==> src/rtl/spi_gpx_pkg.sv <==
package spi_gpx_pkg;
  localparam int BYTE_W = 8;
  localparam int IDX_W  = 4;
  localparam logic [BYTE_W-1:0] OPC_WRITE = 8'h03;
  localparam logic [BYTE_W-1:0] OPC_READ  = 8'h02;

  typedef enum logic [1:0] {
    OP_NONE  = 2'd0,
    OP_WRITE = 2'd1,
    OP_READ  = 2'd2,
    OP_BAD   = 2'd3
  } op_e;
endpackage

==> src/rtl/spi_gpx_sync.sv <==
module spi_gpx_sync #(
  parameter int STAGES = 2
) (
  input  logic clk,
  input  logic rst_n,
  input  logic sclk_i,
  input  logic cs_n_i,
  input  logic mosi_i,
  output logic sclk_rise,
  output logic sclk_fall,
  output logic cs_act,
  output logic mosi_s
);
  logic [STAGES-1:0] sclk_r, cs_r, mosi_r;
  logic              sclk_d;

  always_ff @(posedge clk or negedge rst_n) begin
    if (!rst_n) begin
      sclk_r <= '0;
      cs_r   <= '1;
      mosi_r <= '0;
      sclk_d <= 1'b0;
    end else begin
      sclk_r <= {sclk_r[STAGES-2:0], sclk_i};
      cs_r   <= {cs_r[STAGES-2:0], cs_n_i};
      mosi_r <= {mosi_r[STAGES-2:0], mosi_i};
      sclk_d <= sclk_r[STAGES-1];
    end
  end

  assign sclk_rise = sclk_r[STAGES-1] & ~sclk_d;
  assign sclk_fall = ~sclk_r[STAGES-1] & sclk_d;
  assign cs_act    = ~cs_r[STAGES-1];
  assign mosi_s    = mosi_r[STAGES-1];
endmodule

==> src/rtl/spi_gpx_shift.sv <==
module spi_gpx_shift
  import spi_gpx_pkg::*;
(
  input  logic              clk,
  input  logic              rst_n,
  input  logic              cs_act,
  input  logic              sclk_rise,
  input  logic              mosi_s,
  output logic              byte_done,
  output logic [BYTE_W-1:0] byte_val,
  output logic [1:0]        byte_idx,
  output logic              at_boundary
);
  localparam int CNT_W = $clog2(BYTE_W);

  logic [CNT_W-1:0]  bit_cnt, bit_cnt_n;
  logic [BYTE_W-2:0] shreg, shreg_n;
  logic [1:0]        idx_n;

  assign byte_done   = cs_act & sclk_rise & (bit_cnt == CNT_W'(BYTE_W-1));
  assign byte_val    = {shreg, mosi_s};
  assign at_boundary = (bit_cnt == '0);

  always_comb begin
    bit_cnt_n = bit_cnt;
    shreg_n   = shreg;
    idx_n     = byte_idx;
    if (!cs_act) begin
      bit_cnt_n = '0;
      shreg_n   = '0;
      idx_n     = 2'd0;
    end else if (sclk_rise) begin
      bit_cnt_n = bit_cnt + CNT_W'(1);
      shreg_n   = {shreg[BYTE_W-3:0], mosi_s};
      if (byte_done && byte_idx != 2'd2) idx_n = byte_idx + 2'd1;
    end
  end

  always_ff @(posedge clk or negedge rst_n) begin
    if (!rst_n) begin
      bit_cnt  <= '0;
      shreg    <= '0;
      byte_idx <= 2'd0;
    end else begin
      bit_cnt  <= bit_cnt_n;
      shreg    <= shreg_n;
      byte_idx <= idx_n;
    end
  end
endmodule

==> src/rtl/spi_gpx_ctrl.sv <==
module spi_gpx_ctrl
  import spi_gpx_pkg::*;
#(
  parameter int NUM_PORTS = 2
) (
  input  logic                        clk,
  input  logic                        rst_n,
  input  logic                        cs_act,
  input  logic                        sclk_fall,
  input  logic                        byte_done,
  input  logic [BYTE_W-1:0]           byte_val,
  input  logic [1:0]                  byte_idx,
  input  logic                        at_boundary,
  output logic [NUM_PORTS*BYTE_W-1:0] port_q,
  output logic                        miso
);
  localparam logic [IDX_W-1:0] LAST = IDX_W'(NUM_PORTS-1);

  op_e               op, op_n;
  logic [IDX_W-1:0]  ptr, ptr_n;
  logic              ptr_ok, ptr_ok_n;
  logic [BYTE_W-1:0] tx, tx_n, rd_byte;
  logic              wr_en;
  logic [BYTE_W-1:0] port_r [NUM_PORTS];

  always_comb begin
    rd_byte = '0;
    for (int g = 0; g < NUM_PORTS; g++)
      if (ptr == IDX_W'(g)) rd_byte = port_r[g];
  end

  always_comb begin
    op_n     = op;
    ptr_n    = ptr;
    ptr_ok_n = ptr_ok;
    tx_n     = tx;
    wr_en    = 1'b0;
    if (!cs_act) begin
      op_n     = OP_NONE;
      ptr_n    = '0;
      ptr_ok_n = 1'b0;
      tx_n     = '0;
    end else begin
      if (byte_done) begin
        case (byte_idx)
          2'd0: begin
            if (byte_val == OPC_WRITE)     op_n = OP_WRITE;
            else if (byte_val == OPC_READ) op_n = OP_READ;
            else                           op_n = OP_BAD;
          end
          2'd1: begin
            ptr_n    = byte_val[BYTE_W-1 -: IDX_W];
            ptr_ok_n = int'(byte_val[BYTE_W-1 -: IDX_W]) < NUM_PORTS;
          end
          default: begin
            if (ptr_ok) begin
              wr_en = (op == OP_WRITE);
              if (ptr == LAST) ptr_ok_n = 1'b0;
              else             ptr_n    = ptr + IDX_W'(1);
            end
          end
        endcase
      end
      if (sclk_fall) begin
        if (at_boundary && byte_idx == 2'd2 && op == OP_READ)
          tx_n = ptr_ok ? rd_byte : '0;
        else
          tx_n = {tx[BYTE_W-2:0], 1'b0};
      end
    end
  end

  always_ff @(posedge clk or negedge rst_n) begin
    if (!rst_n) begin
      op     <= OP_NONE;
      ptr    <= '0;
      ptr_ok <= 1'b0;
      tx     <= '0;
    end else begin
      op     <= op_n;
      ptr    <= ptr_n;
      ptr_ok <= ptr_ok_n;
      tx     <= tx_n;
    end
  end

  for (genvar g = 0; g < NUM_PORTS; g++) begin : g_port
    always_ff @(posedge clk or negedge rst_n) begin
      if (!rst_n)                              port_r[g] <= '0;
      else if (wr_en && ptr == IDX_W'(g))      port_r[g] <= byte_val;
    end
    assign port_q[g*BYTE_W +: BYTE_W] = port_r[g];
  end

  assign miso = (op == OP_READ) & tx[BYTE_W-1];
endmodule

==> src/rtl/spi_gpx_regif.sv <==
module spi_gpx_regif
  import spi_gpx_pkg::*;
#(
  parameter int NUM_PORTS   = 2,
  parameter int SYNC_STAGES = 2
) (
  input  logic                        clk,
  input  logic                        rst_n,
  input  logic                        spi_sclk,
  input  logic                        spi_cs_n,
  input  logic                        spi_mosi,
  output logic                        spi_miso,
  output logic                        spi_miso_oe,
  output logic [NUM_PORTS*BYTE_W-1:0] port_q
);
  logic              sclk_rise, sclk_fall, cs_act, mosi_s;
  logic              byte_done, at_boundary;
  logic [BYTE_W-1:0] byte_val;
  logic [1:0]        byte_idx;

  spi_gpx_sync #(.STAGES(SYNC_STAGES)) sync_i (
    .clk(clk), .rst_n(rst_n), .sclk_i(spi_sclk), .cs_n_i(spi_cs_n),
    .mosi_i(spi_mosi), .sclk_rise(sclk_rise), .sclk_fall(sclk_fall),
    .cs_act(cs_act), .mosi_s(mosi_s)
  );

  spi_gpx_shift shift_i (
    .clk(clk), .rst_n(rst_n), .cs_act(cs_act), .sclk_rise(sclk_rise),
    .mosi_s(mosi_s), .byte_done(byte_done), .byte_val(byte_val),
    .byte_idx(byte_idx), .at_boundary(at_boundary)
  );

  spi_gpx_ctrl #(.NUM_PORTS(NUM_PORTS)) ctrl_i (
    .clk(clk), .rst_n(rst_n), .cs_act(cs_act), .sclk_fall(sclk_fall),
    .byte_done(byte_done), .byte_val(byte_val), .byte_idx(byte_idx),
    .at_boundary(at_boundary), .port_q(port_q), .miso(spi_miso)
  );

  assign spi_miso_oe = cs_act;
endmodule

==> config.mk <==
export PLATFORM = sky130hd
export DESIGN_NAME = spi_gpx_regif
export DESIGN_NICKNAME = d
export VERILOG_FILES = /design/src/rtl/spi_gpx_pkg.sv /design/src/rtl/spi_gpx_sync.sv /design/src/rtl/spi_gpx_shift.sv /design/src/rtl/spi_gpx_ctrl.sv /design/src/rtl/spi_gpx_regif.sv
export SDC_FILE = /design/constraint.sdc
export NUM_CORES = 1
export LEC_CHECK = 0
export ABC_AREA = 1
export ABC_CLOCK_PERIOD_IN_PS = 1500
export BUFFER_PORTS_ARGS = -buffer_cell sky130_fd_sc_hd__buf_2
export CORE_UTILIZATION = 29
export DETAILED_ROUTE_END_ITERATION = 7
export PLACE_DENSITY = 0.51
export SLEW_MARGIN = 10
export SYNTH_ARGS = -nofsm -noshare
export SYNTH_HDL_FRONTEND = slang
export SYNTH_SLANG_ARGS = --single-unit
==> constraint.sdc <==
create_clock -name clk -period 1.5 [get_ports clk]
set_input_delay 0.15 -clock clk [delete_from_list [all_inputs] [get_ports clk]]
set_output_delay 0.15 -clock clk [all_outputs]
set_load 0.05 [all_outputs]
After elaboration in Yosys (flattened, before gate mapping)
Index checks and enable logic that the tools add are counted.
W data, S select, Z words.
- flip-flop bits (word level): 50
- bits in latches: 0
- RAM bits: 0
- ROM bits: 0
- bits of input ports: 5
- output and inout bits: 18
- word-level logic and storage cells: 87
- memories: 0
- add/sub/neg operators: 3
- multipliers: 0
- div/mod/pow operators: 0
- magnitude comparators: 1
- eq/ne operators: 11
- shifts and indexed selects: 0
- mux-type cells: 32
- bitwise operators: 8
- reduce and logical (&&, ||, !) cells: 19
- operator list (operator ; count):
    $mux W8 ; 6
    $eq A8 B2 Y1 const B ; 2
    $mux W4 ; 4
    $mux W2 ; 7
    $mux W7 ; 2
    $reduce_bool A2 Y1 ; 5
    $mux W1 ; 9
    $pmux W4 S2 ; 1
    $mux W3 ; 2
    $reduce_and A2 Y1 ; 3
    $and A1 B1 Y1 ; 5
    $logic_and A1 B1 Y1 ; 5
    $add A4 B1 Y4 const B ; 1
    $eq A2 B1 Y1 const B ; 2
    $eq A2 B2 Y1 const B ; 2
    $eq A4 B1 Y1 const B ; 1
    $logic_not A4 Y1 ; 1
    $lt A4 B2 Y1 const B ; 1
    $ne A2 B2 Y1 const B ; 2
    $reduce_and A4 Y1 ; 1
    $add A3 B1 Y3 const B ; 1
    $eq A3 B3 Y1 const B ; 1
    $logic_not A3 Y1 ; 1
    $ne A3 B3 Y1 const B ; 1
    6 further kinds ; 8

Depth between registers and ports, before layout
Gate-level depths: netlist of run 1.
- word-level depth: 8
- depth in mapped cells: 9
- depth with buffers taken out: 9

By module
A second synthesis of run 1 with hierarchy kept.
- cell total of the unflattened synthesis: 312
- area, all modules: 2606.2 um^2
- modules (own cells, without submodules) (module ; times used ; cells an instance ; area each (um^2)):
    spi_gpx_ctrl ; 1 ; 238 ; 1831.8
    spi_gpx_shift ; 1 ; 62 ; 578.1
    spi_gpx_sync ; 1 ; 12 ; 196.4

Worst setup path after synthesis of run 1
Ideal clock, no wire load.
- kind: register to output
- start: reg ctrl_i.op[0]
- end: out spi_miso
- data arrival time: 1.560 ns
- slack: -0.210 ns
- stages on the path, launching flop included: 2
- cell sequence: dfrtp_1 nor3b_1
- longest elaborated chain between the ends: 2
- RTL lines (element ; line ; source):
    start: declaration ; spi_gpx_ctrl.sv:19 ; op_e op, op_n;
    start signal: assignment ; spi_gpx_ctrl.sv:80 ; op <= op_n;
    $eq A2 B2 Y1 ; spi_gpx_ctrl.sv:95 ; assign miso = (op == OP_READ) & tx[BYTE_W-1];
    $and A1 B1 Y1 ; spi_gpx_ctrl.sv:95 ;
    end: declaration ; spi_gpx_regif.sv:12 ; output logic spi_miso,
No other way between the ends.

Worst setup path in the final report of run 1
- start: reg shift_i.byte_idx[0]
- end: reg ctrl_i.port_r, in the netlist ctrl_i.port_q[3]
- longest elaborated chain between the ends: 6
- elaborated cells between the ends (all ways): 7
- RTL lines (element ; line ; source):
    start: declaration ; spi_gpx_shift.sv:11 ; output logic [1:0] byte_idx,
    start signal: assignment ; spi_gpx_shift.sv:47 ; byte_idx <= idx_n;
    $eq A2 B1 Y1 or $logic_not A2 Y1 (tied branches) ; spi_gpx_ctrl.sv:45 ; case (byte_idx)
    $reduce_or A2 Y1 (no line) * ; - ;
    $mux W1 * ; spi_gpx_ctrl.sv:45 ;
    $mux W1 * ; spi_gpx_ctrl.sv:44 ; if (byte_done) begin
    $mux W1 * ; spi_gpx_ctrl.sv:38 ; if (!cs_act) begin
    $logic_and A1 B1 Y1 * ; spi_gpx_ctrl.sv:90 ; else if (wr_en && ptr == IDX_W'(g)) port_r[g] <= byte_val;
    end signal: indexed assignment ; spi_gpx_ctrl.sv:90 ;
    end: declaration ; spi_gpx_ctrl.sv:24 ; logic [BYTE_W-1:0] port_r [NUM_PORTS];
Mark *: on every way between the ends. The rest lies on a longest branch, timed or not.
A chain may end at the register's enable or synchronous reset.

==> flow_metrics.env, run 1 <==
export IMPL_drive_above_1_share_pct=27.5
export IMPL_crit_slowest_cell="dfrtp_1"
export IMPL_drtIter0Drc=90
export IMPL_antenna_found_initial=0
export IMPL_nets=359
export IMPL_dpl_cell_count=432
export IMPL_critPathMaxStageDelay_ns=0.42
export IMPL_seqCellArea_um2=1250
export IMPL_syn_area_um2=2480
export IMPL_fin_worst_skew_ns=0.0148
export IMPL_numPortBuffers=22
export IMPL_async_reset_ff_share_pct=100
export IMPL_crit_end="ctrl_i.port_q[3]$_DFFE_PN0P_"
export IMPL_crit_type="flop to flop"
export IMPL_cts_root_buf="clkbuf_8"
export IMPL_critical_path_max_fanout=16
export IMPL_synth_top_cell_area_share_pct=48.5
export IMPL_final_util_pct=37.7
export IMPL_synthToLayoutAreaGrowth_pct=25.8
export IMPL_ir_drop_v=0.000422
export IMPL_final_hold_viol_count=0
export IMPL_p_leak_nw=1.54
export IMPL_syn_num_nets=306
export IMPL_num_io_pins=23
export IMPL_ys_warn_count=0
export IMPL_layout_cells_non_filler=451
export IMPL_grt_ovfl_total=0
export IMPL_grt_pass1_vias=1943
export IMPL_rows=33
export IMPL_vias=2059
export IMPL_die_w_um=94.4
export IMPL_ys_top_cells_by_count="nand2_1 (87), dfrtp_1 (48), inv_1 (34)"
export IMPL_worstSkewPairLatency_ns=0.31
export IMPL_setup_tns_ns=0
export IMPL_drt_wl_total_um=6010
export IMPL_cp_end_kind="flop"
export IMPL_synth_area_leader_cell="dfrtp_1"
export IMPL_clock_sinks=50
export IMPL_die_height_um=94.4
export IMPL_worstMarginPinSlew_ns=0.482
export IMPL_cp_startpoint="shift_i.byte_idx[0]$_DFFE_PN0P_"
export IMPL_drt_pass1_iter_count=4
export IMPL_layout_setup_ws_ns=0.0280
export IMPL_synth_cells=292
export IMPL_die_area_um2=8920
export IMPL_synth_area_top_cells="dfrtp_1 (48%), nand2_1 (13%), nand3_1 (6.5%)"
export IMPL_min_period_ns=1.47
export IMPL_setup_violations=0
export IMPL_dp_worst_setup_slack_ns=-0.0111
export IMPL_rsz0062_at_grt="yes"
export IMPL_status="completed"
export IMPL_diodes=0
export IMPL_cap_violations=0
export IMPL_synth_edf_count=0
export IMPL_synth_most_common_cell="nand2_1"
export IMPL_synth_ff_type="dfrtp_1"
export IMPL_grt_usage_pct=14.3
export IMPL_cts_htree_levels=2
export IMPL_grt_max_degree=51
export IMPL_power_density_nw_per_um2=805
export IMPL_slew_headroom_pct=67.8
export IMPL_reg2reg_depth=9
export IMPL_yosysUniqueCellTypes=23
export IMPL_p_total_w=0.00251
export IMPL_dpl_hpwl_um=4240
export IMPL_synth_seq_cells=50
export IMPL_wl_per_cell_um=13.3
export IMPL_path_common_cell="nand2_1"
export IMPL_cp_start_kind="flop"
export IMPL_arrival_ns=1.69
export IMPL_path_cells="buf_4 > ha_2 > inv_2 > nand2_1 > nor2_2 > nand3_2 > buf_12 > nand2_1 > o21ai_2"
export IMPL_slew_viol_final=0
export IMPL_multiInputGateArea_um2=1100
export IMPL_hp_class="primary input to asynchronous set/reset pin"
export IMPL_timing_rr_start="shift_i.byte_idx[0]$_DFFE_PN0P_"
export IMPL_avgSynthCellArea_um2=8.48
export IMPL_cts_buffers=5
export IMPL_cts_max_path_buffers=2
export IMPL_core_area_um2=8260
export IMPL_drc=0
export IMPL_timing_fmax_ghz=0.679
export IMPL_cts_tree="done"
export IMPL_place_congestion=0.813
export IMPL_ys_seq_area_share_pct=50.6
export IMPL_clk_pin_slew_worst_paths_ns=0.11
export IMPL_reg2reg_to="ctrl_i.port_q[3]$_DFFE_PN0P_"
export IMPL_worst_ep_required_time_ns=1.71
export IMPL_ant_nets=0
export IMPL_finalCritPeriodShare_pct=98.1
export IMPL_grt_pass1_wl_um=9640
export IMPL_r2r_slack_ns=0.03
export IMPL_vias_per_cell=4.57
export IMPL_final_fill_count=861
export IMPL_start_util_pct=30.0
[worst min-delay path by stage]
| stage | end | slack (ns) |
|---|---|---|
| 6_report | ctrl_i.port_q[9]$_DFFE_PN0P_ | 0.33 |
| 5_1_grt | ctrl_i.port_q[9]$_DFFE_PN0P_ | 0.36 |
| 4_1_cts | sync_i.mosi_r[1]$_DFF_PN0_ | 0.36 |
| 3_5_place_dp | ctrl_i.port_q[9]$_DFFE_PN0P_ | 0.17 |
| 3_3_place_gp | ctrl_i.port_q[9]$_DFFE_PN0P_ | 0.16 |
| 2_1_floorplan | ctrl_i.op[0]$_DFFE_PN0P_ | -0.15 |
[critical path: cells and delay by family, from the launching register on]
family          cells  cell delay, ns
fa+ha+maj           1            0.18
flops               1            0.42
compound gates      1            0.05
buf+inv             3            0.35
simple gates        4            0.37
[per-stage QoR]
stage | hold WS (ns) | cell area, µm²
after floorplan | -0.146 | 2480
after global placement | 0.163 | 2850
after detailed placement | 0.168 | 2850
after CTS | 0.359 | 3020
after global routing | 0.363 | 3120
final | 0.334 | 3120
[cells in the final DEF (no fill, tap or decap), types with 8 or more instances in the layout]
| cell | count |
|---|---|
| nand3_1 | 29 |
| o21ai_2 | 10 |
| o21ai_1 | 10 |
| inv_1 | 30 |
| o22ai_1 | 8 |
| buf_2 | 21 |
| o21ai_0 | 15 |
| nand2_1 | 83 |
| buf_4 | 23 |
| nor2_1 | 10 |
| dfrtp_1 | 48 |
[final cells by class]
| cell class | count | area share (%) |
|---|---|---|
| clock buffers | 5 | 2.21 |
| clock inverters | 3 | 1.45 |
| inverters | 37 | 4.46 |
| multi-input cells | 200 | 35.3 |
| flip-flops and latches | 50 | 40.2 |
| well taps | 105 | 4.22 |
| repair buffers | 51 | 12.1 |
[registers in the layout, summed over array words and instances (netlist names), 2 cells and up]
| name | count |
|---|---|
| shift_i.bit_cnt | 3 |
| sync_i.cs_r | 2 |
| shift_i.byte_idx | 2 |
| ctrl_i.tx | 8 |
| ctrl_i.op | 2 |
| sync_i.mosi_r | 2 |
| ctrl_i.port_q | 16 |
| ctrl_i.ptr | 4 |
| sync_i.sclk_r | 2 |
| shift_i.shreg | 7 |
[report_power, final]
group          switching [W]  internal, W
logic              0.0000952    0.0000462
clock network       0.000489     0.000497
registers          0.0000145      0.00137
[logic make-up after synthesis]
kind of cell,count (synthesis),share of synthesized area (%)
AO/OA/AOI/OAI,46,11.1
AND/OR/NAND/NOR,145,26.2
flip-flops,50,50.6
adder cells (fa/ha/maj),9,4.55
buffers and inverters,42,7.58
[repair_timing]
item / 4_1_cts / 5_1_grt
hold buffers: 4 / 0
pin swaps: 0 / 11
endpoints found under the hold margin: 51 / 0
cloned: 0 / 0
resized for setup: 5 / 18
endpoints found under the setup margin: 15 / 31
setup buffers: 1 / 6
[metal layers]
layer	wire (µm)	part of all wire, %	global-route usage, %
met5	0	0	0
met4	65	1.1	3.85
met3	178	3.0	2.74
met2	2750	46	23.0
met1	3010	50	19.5
No activity file was read; power rests on OpenSTA's default activity.
==> inputs of run 2 (changes only) <==
- ABC_CLOCK_PERIOD_IN_PS: 1500 -> 1400
- PLACE_DENSITY: 0.51 -> 0.5
- clock period: 1.5 -> 1.4 ns (I/O delays scaled with it)
==> flow_metrics.env, run 2 (synthesized netlist as in run 1, its figures left out) <==
export IMPL_layout_common_cells="nand2_1 (73), dfrtp_1 (48), inv_1 (31), buf_4 (28), nand3_1 (25)"
export IMPL_status="finished, violations left"
export IMPL_timing_fmax_ghz=0.666
export IMPL_final_hold_viol_count=0
export IMPL_diodes=0
export IMPL_worst_ep_required_time_ns=1.60
export IMPL_rows=33
export IMPL_die_height_um=94.4
export IMPL_r2r_slack_ns=-0.10
export IMPL_ir_drop_v=0.000414
export IMPL_critical_path_max_fanout=8
export IMPL_start_util_pct=30.0
export IMPL_grt_ovfl_total=0
export IMPL_ant_nets=0
export IMPL_final_common_cell="nand2_1"
export IMPL_slew_viol_final=0
export IMPL_grt_max_degree=19
export IMPL_arrival_ns=1.70
export IMPL_drt_pass1_iter_count=4
export IMPL_hold_ws_ns=0.304
export IMPL_layout_cells_non_filler=461
export IMPL_numPortBuffers=22
export IMPL_min_period_ns=1.50
export IMPL_nets=369
export IMPL_crit_end="ctrl_i.port_q[4]$_DFFE_PN0P_"
export IMPL_cts_htree_levels=2
export IMPL_reg2reg_depth=8
export IMPL_setup_violations=28
export IMPL_design_area_um2=3340
export IMPL_cts_root_buf="clkbuf_8"
export IMPL_drc=0
export IMPL_worstMarginPinSlew_ns=0.484
export IMPL_finalCritPeriodShare_pct=107
export IMPL_clock_sinks=50
export IMPL_grt_pass1_wl_um=10300
export IMPL_largest_reg_flops=16
export IMPL_place_congestion=0.796
export IMPL_vias_per_cell=4.56
export IMPL_die_w_um=94.4
export IMPL_cp_startpoint="shift_i.bit_cnt[1]$_DFFE_PN0P_"
export IMPL_cp_end_kind="flop"
export IMPL_p_total_w=0.00264
export IMPL_worstSkewPairLatency_ns=0.31
export IMPL_dpl_hpwl_um=4640
export IMPL_layout_setup_ws_ns=-0.102
export IMPL_cts_tree="done"
export IMPL_core_area_um2=8260
export IMPL_timing_rr_start="shift_i.bit_cnt[1]$_DFFE_PN0P_"
export IMPL_hp_class="primary input to asynchronous set/reset pin"
export IMPL_synthToLayoutAreaGrowth_pct=34.9
export IMPL_setup_tns_ns=-1.72
export IMPL_cts_max_path_buffers=2
export IMPL_antenna_found_initial=0
export IMPL_drive_above_1_share_pct=35.1
export IMPL_crit_type="flop to flop"
export IMPL_power_density_nw_per_um2=789
export IMPL_placed_area_um2=2980
export IMPL_cp_start_kind="flop"
export IMPL_drtIter0Drc=65
export IMPL_num_io_pins=23
export IMPL_die_area_um2=8920
export IMPL_reg2reg_to="ctrl_i.port_q[4]$_DFFE_PN0P_"
export IMPL_drt_wl_total_um=6410
export IMPL_vias=2101
export IMPL_p_leak_nw=1.62
export IMPL_slew_headroom_pct=67.7
export IMPL_cap_violations=0
export IMPL_cts_buffers=5
export IMPL_clk_pin_slew_worst_paths_ns=0.09
export IMPL_dpl_cell_count=444
export IMPL_wl_per_cell_um=13.9
export IMPL_final_fill_count=857
export IMPL_grt_pass1_vias=2102
export IMPL_grt_usage_pct=15.4
export IMPL_violations="negative setup slack"
export IMPL_rsz0062_at_grt="yes"
export IMPL_fin_worst_skew_ns=0.00681
==> run 2: changes by cell type in the layout (fill, tap and decap cells not counted), moves of 2 or more <==
cell        change
nand2_1        -10
nand2_2         +9
buf_4           +5
nand3_1         -4
nor2_1          -4
buf_12          +3
clkbuf_8        +3
nand3_2         +3
nor2_4          +3
clkinvlp_4      -2
o21ai_0         -2
o21ai_2         +2
==> run 2: worst max-delay path: stages (launching register included) <==
cell     delay (ns)
dfrtp_1        0.38
ha_2           0.20
ha_4           0.13
nand3_4        0.10
nor2_4         0.18
nand3_4        0.12
buf_12         0.16
nand2_1        0.07
o21ai_2        0.05
==> run 2: repair_timing <==
action | in CTS | in global routing
hold buffers | 4 | 0
gates resized for setup | 11 | 40
endpoints found under the hold margin | 17 | 0
pin swaps | 2 | 5
setup buffers | 2 | 2
endpoints found under the setup margin | 32 | 41
cloned | 0 | 1
==> run 2: area by class of cell <==
cell class	instances	area [µm²]	share of cell area, %
Tap cell	105	131	3.93
Clock buffer	8	110	3.29
Inverter	37	139	4.16
Timing Repair Buffer	61	512	15.3
Sequential cell	50	1250	37.5
Multi-Input combinational cell	200	1200	35.8
==> run 2: per-stage QoR <==
stage          utilization, %  setup slack, ns
2_1_floorplan               -          -0.0426
3_5_place_dp             36.1          -0.0882
3_3_place_gp             36.1          -0.0556
4_1_cts                  38.5          -0.0605
6_report                 40.5           -0.102
5_1_grt                  40.5           -0.208
==> run 2: metal layers <==
metal  share of wire, %  global-route usage, %
met1                 47                   19.0
met2                 50                   27.1
met3                2.2                   2.82
met4                1.6                   5.00
met5                  0                      0
==> run 2: how the worst min path moves through the flow <==
stage                from                          to  cells after the start
floorplan           rst_n    ctrl_i.op[0]$_DFFE_PN0P_                      0
global placement    rst_n  sync_i.sclk_r[0]$_DFF_PN0_                      1
detailed placement  rst_n  sync_i.sclk_r[0]$_DFF_PN0_                      1
CTS                 rst_n  sync_i.sclk_r[0]$_DFF_PN0_                      2
global route        rst_n  sync_i.sclk_r[0]$_DFF_PN0_                      2
finish              rst_n  sync_i.sclk_r[0]$_DFF_PN0_                      2
==> run 2: power by group <==
part           switching (W)  internal, W
Clock               0.000483     0.000500
Combinational       0.000111    0.0000615
Sequential         0.0000159      0.00147
Total               0.000610      0.00203
